[config.mk]
export PLATFORM = sky130hd
export DESIGN_NAME = irtx_modulator
export DESIGN_NICKNAME = d
export VERILOG_FILES = /design/src/rtl/irtx_pkg.sv /design/src/rtl/irtx_fifo.sv /design/src/rtl/irtx_prescaler.sv /design/src/rtl/irtx_carrier.sv /design/src/rtl/irtx_sequencer.sv /design/src/rtl/irtx_modulator.sv
export SDC_FILE = /design/constraint.sdc
export NUM_CORES = 1
export LEC_CHECK = 0
export ABC_AREA = 0
export BUFFER_PORTS_ARGS = -buffer_cell sky130_fd_sc_hd__buf_2
export CORE_ASPECT_RATIO = 1.75
export CORE_MARGIN = 4
export CORE_UTILIZATION = 65
export DETAILED_ROUTE_END_ITERATION = 10
export PLACE_DENSITY = 0.86
export SLEW_MARGIN = 15
export SYNTH_ARGS = -nofsm -noshare
export SYNTH_HDL_FRONTEND = slang
export SYNTH_SLANG_ARGS = --single-unit
export TNS_END_PERCENT = 20
[constraint.sdc]
create_clock -name clk -period 6.7 [get_ports clk]
set_input_delay 2.01 -clock clk [delete_from_list [all_inputs] [get_ports clk]]
set_output_delay 2.01 -clock clk [all_outputs]
set_load 0.005 [all_outputs]
[src/rtl/irtx_pkg.sv]
package irtx_pkg;

   typedef enum logic [1:0] {
      DRV_IDLE  = 2'd0,
      DRV_LEVEL = 2'd1,
      DRV_BURST = 2'd2
   } irtx_drive_e;

   function automatic irtx_drive_e pick_drive(input logic playing, input logic modulate);
      if (!playing)      return DRV_IDLE;
      else if (!modulate) return DRV_LEVEL;
      else               return DRV_BURST;
   endfunction

endpackage

[src/rtl/irtx_fifo.sv]
module irtx_fifo #(
   parameter int WIDTH = 17,
   parameter int DEPTH = 8,
   localparam int PTR_W = (DEPTH > 1) ? $clog2(DEPTH) : 1,
   localparam int CNT_W = $clog2(DEPTH + 1)
) (
   input  logic             clk,
   input  logic             rst_n,
   input  logic             wr_en,
   input  logic [WIDTH-1:0] wr_data,
   input  logic             pop,
   output logic [WIDTH-1:0] rd_data,
   output logic [CNT_W-1:0] count,
   output logic             full,
   output logic             empty
);

   if (DEPTH < 2) begin : g_bad_depth
      $error("irtx_fifo: DEPTH must be at least 2");
   end
   if (WIDTH < 2) begin : g_bad_width
      $error("irtx_fifo: WIDTH must be at least 2");
   end

   logic [WIDTH-1:0] mem_q [DEPTH];
   logic [PTR_W-1:0] wr_ptr_q, rd_ptr_q, wr_ptr_nx, rd_ptr_nx;
   logic [CNT_W-1:0] count_q;
   logic             push;

   assign full    = (count_q == CNT_W'(DEPTH));
   assign empty   = (count_q == '0);
   assign push    = wr_en && !full;
   assign rd_data = mem_q[rd_ptr_q];
   assign count   = count_q;

   if ((DEPTH & (DEPTH - 1)) == 0) begin : g_pow2_wrap
      assign wr_ptr_nx = wr_ptr_q + 1'b1;
      assign rd_ptr_nx = rd_ptr_q + 1'b1;
   end else begin : g_cmp_wrap
      assign wr_ptr_nx = (wr_ptr_q == PTR_W'(DEPTH - 1)) ? '0 : wr_ptr_q + 1'b1;
      assign rd_ptr_nx = (rd_ptr_q == PTR_W'(DEPTH - 1)) ? '0 : rd_ptr_q + 1'b1;
   end

   always_ff @(posedge clk) begin
      if (push) mem_q[wr_ptr_q] <= wr_data;
   end

   always_ff @(posedge clk) begin
      if (!rst_n) begin
         wr_ptr_q <= '0;
         rd_ptr_q <= '0;
         count_q  <= '0;
      end else begin
         if (push) wr_ptr_q <= wr_ptr_nx;
         if (pop)  rd_ptr_q <= rd_ptr_nx;
         case ({push, pop})
            2'b10:   count_q <= count_q + 1'b1;
            2'b01:   count_q <= count_q - 1'b1;
            default: count_q <= count_q;
         endcase
      end
   end

   AST_FULL_DROPS: assert property (@(posedge clk) disable iff (!rst_n)
      (wr_en && full && !pop) |=> $stable(count_q));

   AST_POP_NONEMPTY: assert property (@(posedge clk) disable iff (!rst_n)
      pop |-> !empty);

endmodule

[src/rtl/irtx_prescaler.sv]
module irtx_prescaler #(
   parameter int DIV_W = 16
) (
   input  logic             clk,
   input  logic             rst_n,
   input  logic             run,
   input  logic [DIV_W-1:0] div,
   output logic             tick
);

   if (DIV_W < 1) begin : g_bad_div
      $error("irtx_prescaler: DIV_W must be positive");
   end

   logic [DIV_W-1:0] cnt_q;

   assign tick = run && (cnt_q == div);

   always_ff @(posedge clk) begin
      if (!rst_n || !run) cnt_q <= '0;
      else if (cnt_q == div) cnt_q <= '0;
      else cnt_q <= cnt_q + 1'b1;
   end

   AST_TICK_SPACING: assert property (@(posedge clk) disable iff (!rst_n)
      (tick && div != '0) |=> (!tick || !$stable(div)));

endmodule

[src/rtl/irtx_carrier.sv]
module irtx_carrier #(
   parameter int STEP_W = 4
) (
   input  logic              clk,
   input  logic              rst_n,
   input  logic              run,
   input  logic              tick,
   input  logic [STEP_W-1:0] duty,
   output logic              carrier_hi
);

   if (STEP_W < 1) begin : g_bad_step
      $error("irtx_carrier: STEP_W must be positive");
   end

   logic [STEP_W-1:0] phase_q;

   assign carrier_hi = (phase_q <= duty);

   always_ff @(posedge clk) begin
      if (!rst_n || !run) phase_q <= '0;
      else if (tick)      phase_q <= phase_q + 1'b1;
   end

   AST_PHASE_HOLD: assert property (@(posedge clk) disable iff (!rst_n)
      (run && !tick) |=> $stable(phase_q));

endmodule

[src/rtl/irtx_sequencer.sv]
module irtx_sequencer #(
   parameter int DUR_W  = 16,
   parameter int FRAC_W = 2,
   localparam int TIMER_W = DUR_W + FRAC_W
) (
   input  logic             clk,
   input  logic             rst_n,
   input  logic             enable,
   input  logic             fifo_empty,
   input  logic [DUR_W-1:0] rec_dur,
   input  logic             rec_mark,
   input  logic             tick,
   output logic             pop,
   output logic             busy,
   output logic             level
);

   if (FRAC_W < 0 || DUR_W < 1) begin : g_bad_timer
      $error("irtx_sequencer: bad timer widths");
   end

   logic [TIMER_W-1:0] timer_q;
   logic               busy_q, level_q;
   logic               last_tick, start;

   assign last_tick = busy_q && tick && (timer_q == '0);
   assign start     = enable && !fifo_empty && (!busy_q || last_tick);
   assign pop       = start;
   assign busy      = busy_q;
   assign level     = level_q;

   always_ff @(posedge clk) begin
      if (!rst_n || !enable) begin
         busy_q  <= 1'b0;
         timer_q <= '0;
         level_q <= 1'b0;
      end else if (start) begin
         busy_q  <= 1'b1;
         timer_q <= {rec_dur, {FRAC_W{1'b1}}};
         level_q <= rec_mark;
      end else if (last_tick) begin
         busy_q  <= 1'b0;
         level_q <= 1'b0;
      end else if (busy_q && tick) begin
         timer_q <= timer_q - 1'b1;
      end
   end

   AST_GAPLESS: assert property (@(posedge clk) disable iff (!rst_n)
      (enable && last_tick && !fifo_empty) |=> busy_q);

endmodule

[src/rtl/irtx_modulator.sv]
module irtx_modulator #(
   parameter int DEPTH  = 8,
   parameter int DUR_W  = 16,
   parameter int FRAC_W = 2,
   parameter int DIV_W  = 16,
   parameter int STEP_W = 4
) (
   input  logic                       clk,
   input  logic                       rst_n,
   input  logic                       wr_en,
   input  logic [DUR_W:0]             wr_data,
   input  logic                       tx_enable,
   input  logic                       mod_enable,
   input  logic                       invert_burst,
   input  logic [STEP_W-1:0]          duty_code,
   input  logic [DIV_W-1:0]           clk_div,
   input  logic                       wm_empty,
   input  logic                       irq_enable,
   output logic                       ir_out,
   output logic                       busy,
   output logic [$clog2(DEPTH+1)-1:0] fifo_level,
   output logic                       fifo_full,
   output logic                       svc_req,
   output logic                       irq
);
   import irtx_pkg::*;

   localparam int REC_W = DUR_W + 1;
   localparam int CNT_W = $clog2(DEPTH + 1);
   localparam int HALF  = DEPTH / 2;

   logic [REC_W-1:0] rec;
   logic [CNT_W-1:0] count;
   logic             empty, pop, tick, carrier_hi, level;
   irtx_drive_e      drive;

   irtx_fifo #(.WIDTH(REC_W), .DEPTH(DEPTH)) u_fifo (
      .clk(clk), .rst_n(rst_n), .wr_en(wr_en), .wr_data(wr_data), .pop(pop),
      .rd_data(rec), .count(count), .full(fifo_full), .empty(empty)
   );

   irtx_sequencer #(.DUR_W(DUR_W), .FRAC_W(FRAC_W)) u_seq (
      .clk(clk), .rst_n(rst_n), .enable(tx_enable), .fifo_empty(empty),
      .rec_dur(rec[DUR_W-1:0]), .rec_mark(rec[DUR_W]), .tick(tick),
      .pop(pop), .busy(busy), .level(level)
   );

   irtx_prescaler #(.DIV_W(DIV_W)) u_pre (
      .clk(clk), .rst_n(rst_n), .run(busy), .div(clk_div), .tick(tick)
   );

   irtx_carrier #(.STEP_W(STEP_W)) u_car (
      .clk(clk), .rst_n(rst_n), .run(busy), .tick(tick), .duty(duty_code),
      .carrier_hi(carrier_hi)
   );

   assign fifo_level = count;
   assign svc_req    = wm_empty ? (count == '0) : (count <= CNT_W'(HALF));
   assign irq        = svc_req && irq_enable;
   assign drive      = pick_drive(busy, mod_enable);

   always_comb begin
      case (drive)
         DRV_LEVEL: ir_out = level;
         DRV_BURST: ir_out = (level ^ invert_burst) && carrier_hi;
         default:   ir_out = 1'b0;
      endcase
   end

   AST_IDLE_QUIET: assert property (@(posedge clk) disable iff (!rst_n)
      !busy |-> !ir_out);

endmodule

======== Word-level counts from Yosys, hierarchy flattened ========
Memories as Yosys holds them, arrays and structs flattened. A register that Yosys moved wholly into a read port is not among the register bits.
Index checks and enable logic that the tools add are counted.
cells by class
  multiplexer cells ....................... 15
  bitwise logic cells ..................... 1
  add/subtract/negate cells ............... 7
  reductions and logical operators ........ 23
  eq/ne operators ......................... 7
  magnitude comparators ................... 2
operator list
  cell                     count
  $mux W18                 3
  $logic_not A18 Y1        1
  $sub A18 B1 Y18 const B  1
  $add A16 B1 Y16 const B  1
  $eq A16 B16 Y1           1
  $add A4 B1 Y4 const B    2
  $logic_and A1 B1 Y1      8
  $pmux W4 S2              1
  $add A3 B1 Y3 const B    2
  $mux W1                  6
  $mux W3                  2
  $reduce_bool A2 Y1       3
  $logic_not A1 Y1         5
  $eq A2 B1 Y1 const B     2
  $eq A2 B2 Y1 const B     2
  $eq A4 B4 Y1 const B     1
  $le A4 B3 Y1 const B     1
  $le A4 B4 Y1             1
  $logic_not A4 Y1         1
  $mux W2                  2
  $sub A4 B1 Y4 const B    1
  $logic_or A1 B1 Y1       3
  $ne A2 B2 Y1 const B     1
  $pmux W1 S2              1
  other kinds (3)          3
word-level totals
  memory bits (writable) .................. 136
  input port bits ......................... 45
  bits in registers ....................... 50
  memories ................................ 1
memories
  memory        words  bits a word  rd ports  clocked after memory_dff  write ports  line             RTL
  u_fifo.mem_q  8      17           1         1                         1            irtx_fifo.sv:25  logic [WIDTH-1:0] mem_q [DEPTH];

======== Depth between registers and ports, before layout ========
  depth after elaboration ................. 8
  gate-level depth with buffers ........... 14
  gate-level depth less buffers ........... 13

======== Cells and area by module ========
A second synthesis with hierarchy kept.
second synthesis, totals
  cells, all modules ...................... 560
  area total of the unflattened synthesis .. 8235.4 um2
by module, submodules not included
  module          times used  cells each  seq. area each (um2)  area an instance (um2)
  irtx_fifo       1           269         4344.2                5765.5
  irtx_sequencer  1           151         400.4                 1209.9
  irtx_prescaler  1           99          320.3                 905.9
  irtx_carrier    1           29          80.1                  264.0
  irtx_modulator  1           12          0.0                   90.1

======== Least setup slack after synthesis ========
Ideal clock, no wire load.
  path kind ............................... input-to-output
  from .................................... in duty_code[1]
  to ...................................... out ir_out
  buffers on the path ..................... 0
  path slack .............................. 1.611 ns
  cell stages on the path ................. 7
  required time ........................... 4.690 ns
  data arrival time ....................... 3.079 ns
  cell sequence ........................... inv_1 ha_1 nor2b_1 o21a_1 o21ai_0 nand2b_1 a311oi_1
on the way
  cells in the longest elaborated chain, start to end .. 3
ends and longest elaborated chain
  element              line                  RTL
  start, declared      irtx_modulator.sv:15  input logic [STEP_W-1:0] duty_code,
  $le A4 B4 Y1         irtx_carrier.sv:18    assign carrier_hi = (phase_q <= duty);
  $logic_and A1 B1 Y1  irtx_modulator.sv:65  DRV_BURST: ir_out = (level ^ invert_burst) && carrier_hi;
  $pmux W1 S2          irtx_modulator.sv:63  case (drive)
  end, declared        irtx_modulator.sv:19  output logic ir_out,
No other way between the ends.

======== Worst setup path in the final report ========
Ends and elaborated chain as after synthesis.

==> results.json <==
{
  "synth_cell_type_count": 57,
  "worstPathMaxFanout": 2,
  "end_kind": "output pin",
  "timing.slew.headroom": 0.270,
  "wirelength_mm": 16.3,
  "yosysWarnings": 0,
  "grt_pass1_wl_mm": 26.3,
  "multi_input_area_um2": 2820,
  "finalSetupViolCount": 0,
  "layout_commonest_cell": "edfxtp_1",
  "synth_area_leaders": "edfxtp_1 (50%), dfxtp_1 (13%), mux4_2 (9.5%)",
  "tritoncts": "yes",
  "ys_ff_latch": 189,
  "antenna_found_initial": 0,
  "tightest_slew_ns": 1.09,
  "clk_pin_slew_worst_paths_ns": 0.07,
  "power_switching_mw": 0.992,
  "final_cell_mix": "edfxtp_1 (136), buf_2 (53), dfxtp_1 (52)",
  "finClkSkew_ns": 0.0117,
  "core_um2": 12100,
  "num-nets-final": 670,
  "layout-drive-gt1-share": 0.250,
  "cts_root_buffer": "clkbuf_16",
  "first_pass_iters": 7,
  "synth_top_area_frac": 0.505,
  "gp_congestion": 0.864,
  "synthCells": 556,
  "drtIter0Drc": 411,
  "grt_max_degree": 33,
  "hold_viol_final": 0,
  "die-area_um2": 14400,
  "startpoint_type": "primary input",
  "syn_nets": 614,
  "synth-main-ff-cell": "edfxtp_1",
  "crit_type": "in2out",
  "grt_pass1_vias": 5103,
  "portBuffers": 53,
  "synth_area_um2": 8090,
  "io_pins": 54,
  "cts_hold_buf": 0,
  "grt_use_total": 0.243,
  "fill_cells": 696,
  "cp.required_ns": 4.69,
  "drt-wirelength-per-cell_um": 20.7,
  "maxCapViolations": 0,
  "finalInstanceArea_um2": 9190,
  "numCtsBuffers": 17,
  "area_growth_pct": 13.6,
  "cts_setup_buffers": 0,
  "ant_nets": 0,
  "finalCriticalPeriod_ns": 5.38,
  "hpwl_mm": 10.3,
  "grt_remaining_overflow": 0,
  "yosys.area.top_type": "edfxtp_1",
  "vdd_drop_max_mv": 0.232,
  "p_per_area_nw_per_um2": 354,
  "holdCritPathClass": "reg2reg",
  "vias": 4869,
  "grt_setup_unrepaired": "false",
  "slew_viol_final": 0,
  "ff_latch_area_um2": 5150,
  "clock_latency_ns": 0.43,
  "pwr-share-clk": 0.318,
  "start_util": 0.666,
  "cts_sinks": 189,
  "postLayoutCoreUtil": 0.757,
  "p_leak_nw": 3.12,
  "chipHeight_um": 156,
  "n_antenna_cell": 0,
  "seqPwrFrac": 0.446,
  "synth_edf_count": 136,
  "drc": 0,
  "htree_levels": 4,
  "clock_path_buffers": 2,
  "crit_arrival_ns": 3.37,
  "setup_tns_ns": 0,
  "p_sw_frac": 0.305,
  "combPwrFrac": 0.236,
  "post_dp_cell_area_um2": 8560,
  "synth-async-reset-ratio": 0,
  "ys_seq_area_frac": 0.636,
  "syn_area_per_cell_um2": 14.5,
  "num_rows": 53,
  "min_period_over_period": 0.804,
  "die_x_um": 92.3,
  "ctsResizeCount": 0,
  "power.internal_mw": 2.26,
  "fmax_mhz": 186,
  "vias_per_cell": 6.16,
  "status": "completed"
}
==> metal layers <==
metal  up-vias  wire [um]  GRT usage
li1       2237          -          -
met1      2427       5960      0.278
met2       177       9230      0.445
met3        28        791     0.0483
met4         0        346     0.0900
met5         -          0          0
==> kinds of logic after synthesis <==
logic type      share of synthesized area
flops                               0.636
simple gates                       0.0922
compound gates                     0.0608
mux                                 0.118
xor+xnor                           0.0487
buf+inv                            0.0237
fa+ha+maj                          0.0201
==> power groups by stage <==
stage	Combinational [mW]	Clock [mW]	Sequential (mW)
floorplan	0.613	0	1.41
global placement	0.717	0	1.47
detailed placement	0.741	0	1.47
CTS	0.760	1.05	1.45
global route	0.834	1.10	1.47
finish	0.766	1.03	1.45
==> synthesized netlist by cell type (3+ instances only) <==
master,instances
a31oi_1,4
a211oi_1,8
nand4_1,14
buf_2,6
o21ai_0,13
mux2i_1,9
dfxtp_1,53
o221ai_1,3
xor2_1,16
and3_1,9
ha_1,13
inv_1,17
mux4_2,34
xnor2_1,29
a311oi_1,3
nand2_1,26
nand2b_1,3
mux2_2,9
nor2_1,45
nor3_1,8
nor2b_1,6
a21oi_1,17
buf_6,3
and2_1,4
nor4_1,4
clkbuf_1,13
nand3_1,10
edfxtp_1,136
or3_1,4
==> metrics by stage <==
stage	power, mW	setup slack (ns)	cells	hold slack, ns
after floorplan	2.02	1.61	556	0.440
after global placement	2.19	1.43	758	0.450
after detailed placement	2.21	1.29	758	0.459
final	3.25	1.32	790	0.467
after global routing	3.40	1.20	790	0.500
after CTS	3.26	1.29	790	0.469
==> path summary, 6_finish.rpt <==
check,start,to,slack [ns],cells after the start
worst min-delay path,u_seq.timer_q[15],u_seq.timer_q[15],0.47,2
worst max-delay path,duty_code[1],ir_out,1.32,9
worst min register to register,u_seq.timer_q[15],u_seq.timer_q[15],0.47,2
worst max register to register,u_fifo.count[0],u_fifo.count[2],3.38,13
==> area by class of cell <==
cell class                 instances  share of cell area
inverter                          17             0.00695
multi-input combinational        326               0.307
clock inverter                    14              0.0208
timing repair buffer              61              0.0354
clock buffer                      18              0.0467
sequential                       189               0.561
tap                              165              0.0225
==> registers in the layout (all words and copies together), names as in the netlist, named ones only <==
signal	flops
u_car.phase_q	4
u_fifo.count	4
u_fifo.mem_q	136
u_fifo.rd_ptr_q	3
u_fifo.wr_ptr_q	3
u_pre.cnt_q	16
u_seq.busy	1
u_seq.level	1
u_seq.timer_q	18
==> worst max-delay path, stage by stage <==
cell and delay, ns:
buf_2 0.07, inv_1 0.03, ha_1 0.29, nor2b_1 0.13
o21a_1 0.16, o21ai_0 0.16, nand2b_1 0.08, a311oi_1 0.27
buf_2 0.16
Note: power is estimated with default switching activity, not from simulation.
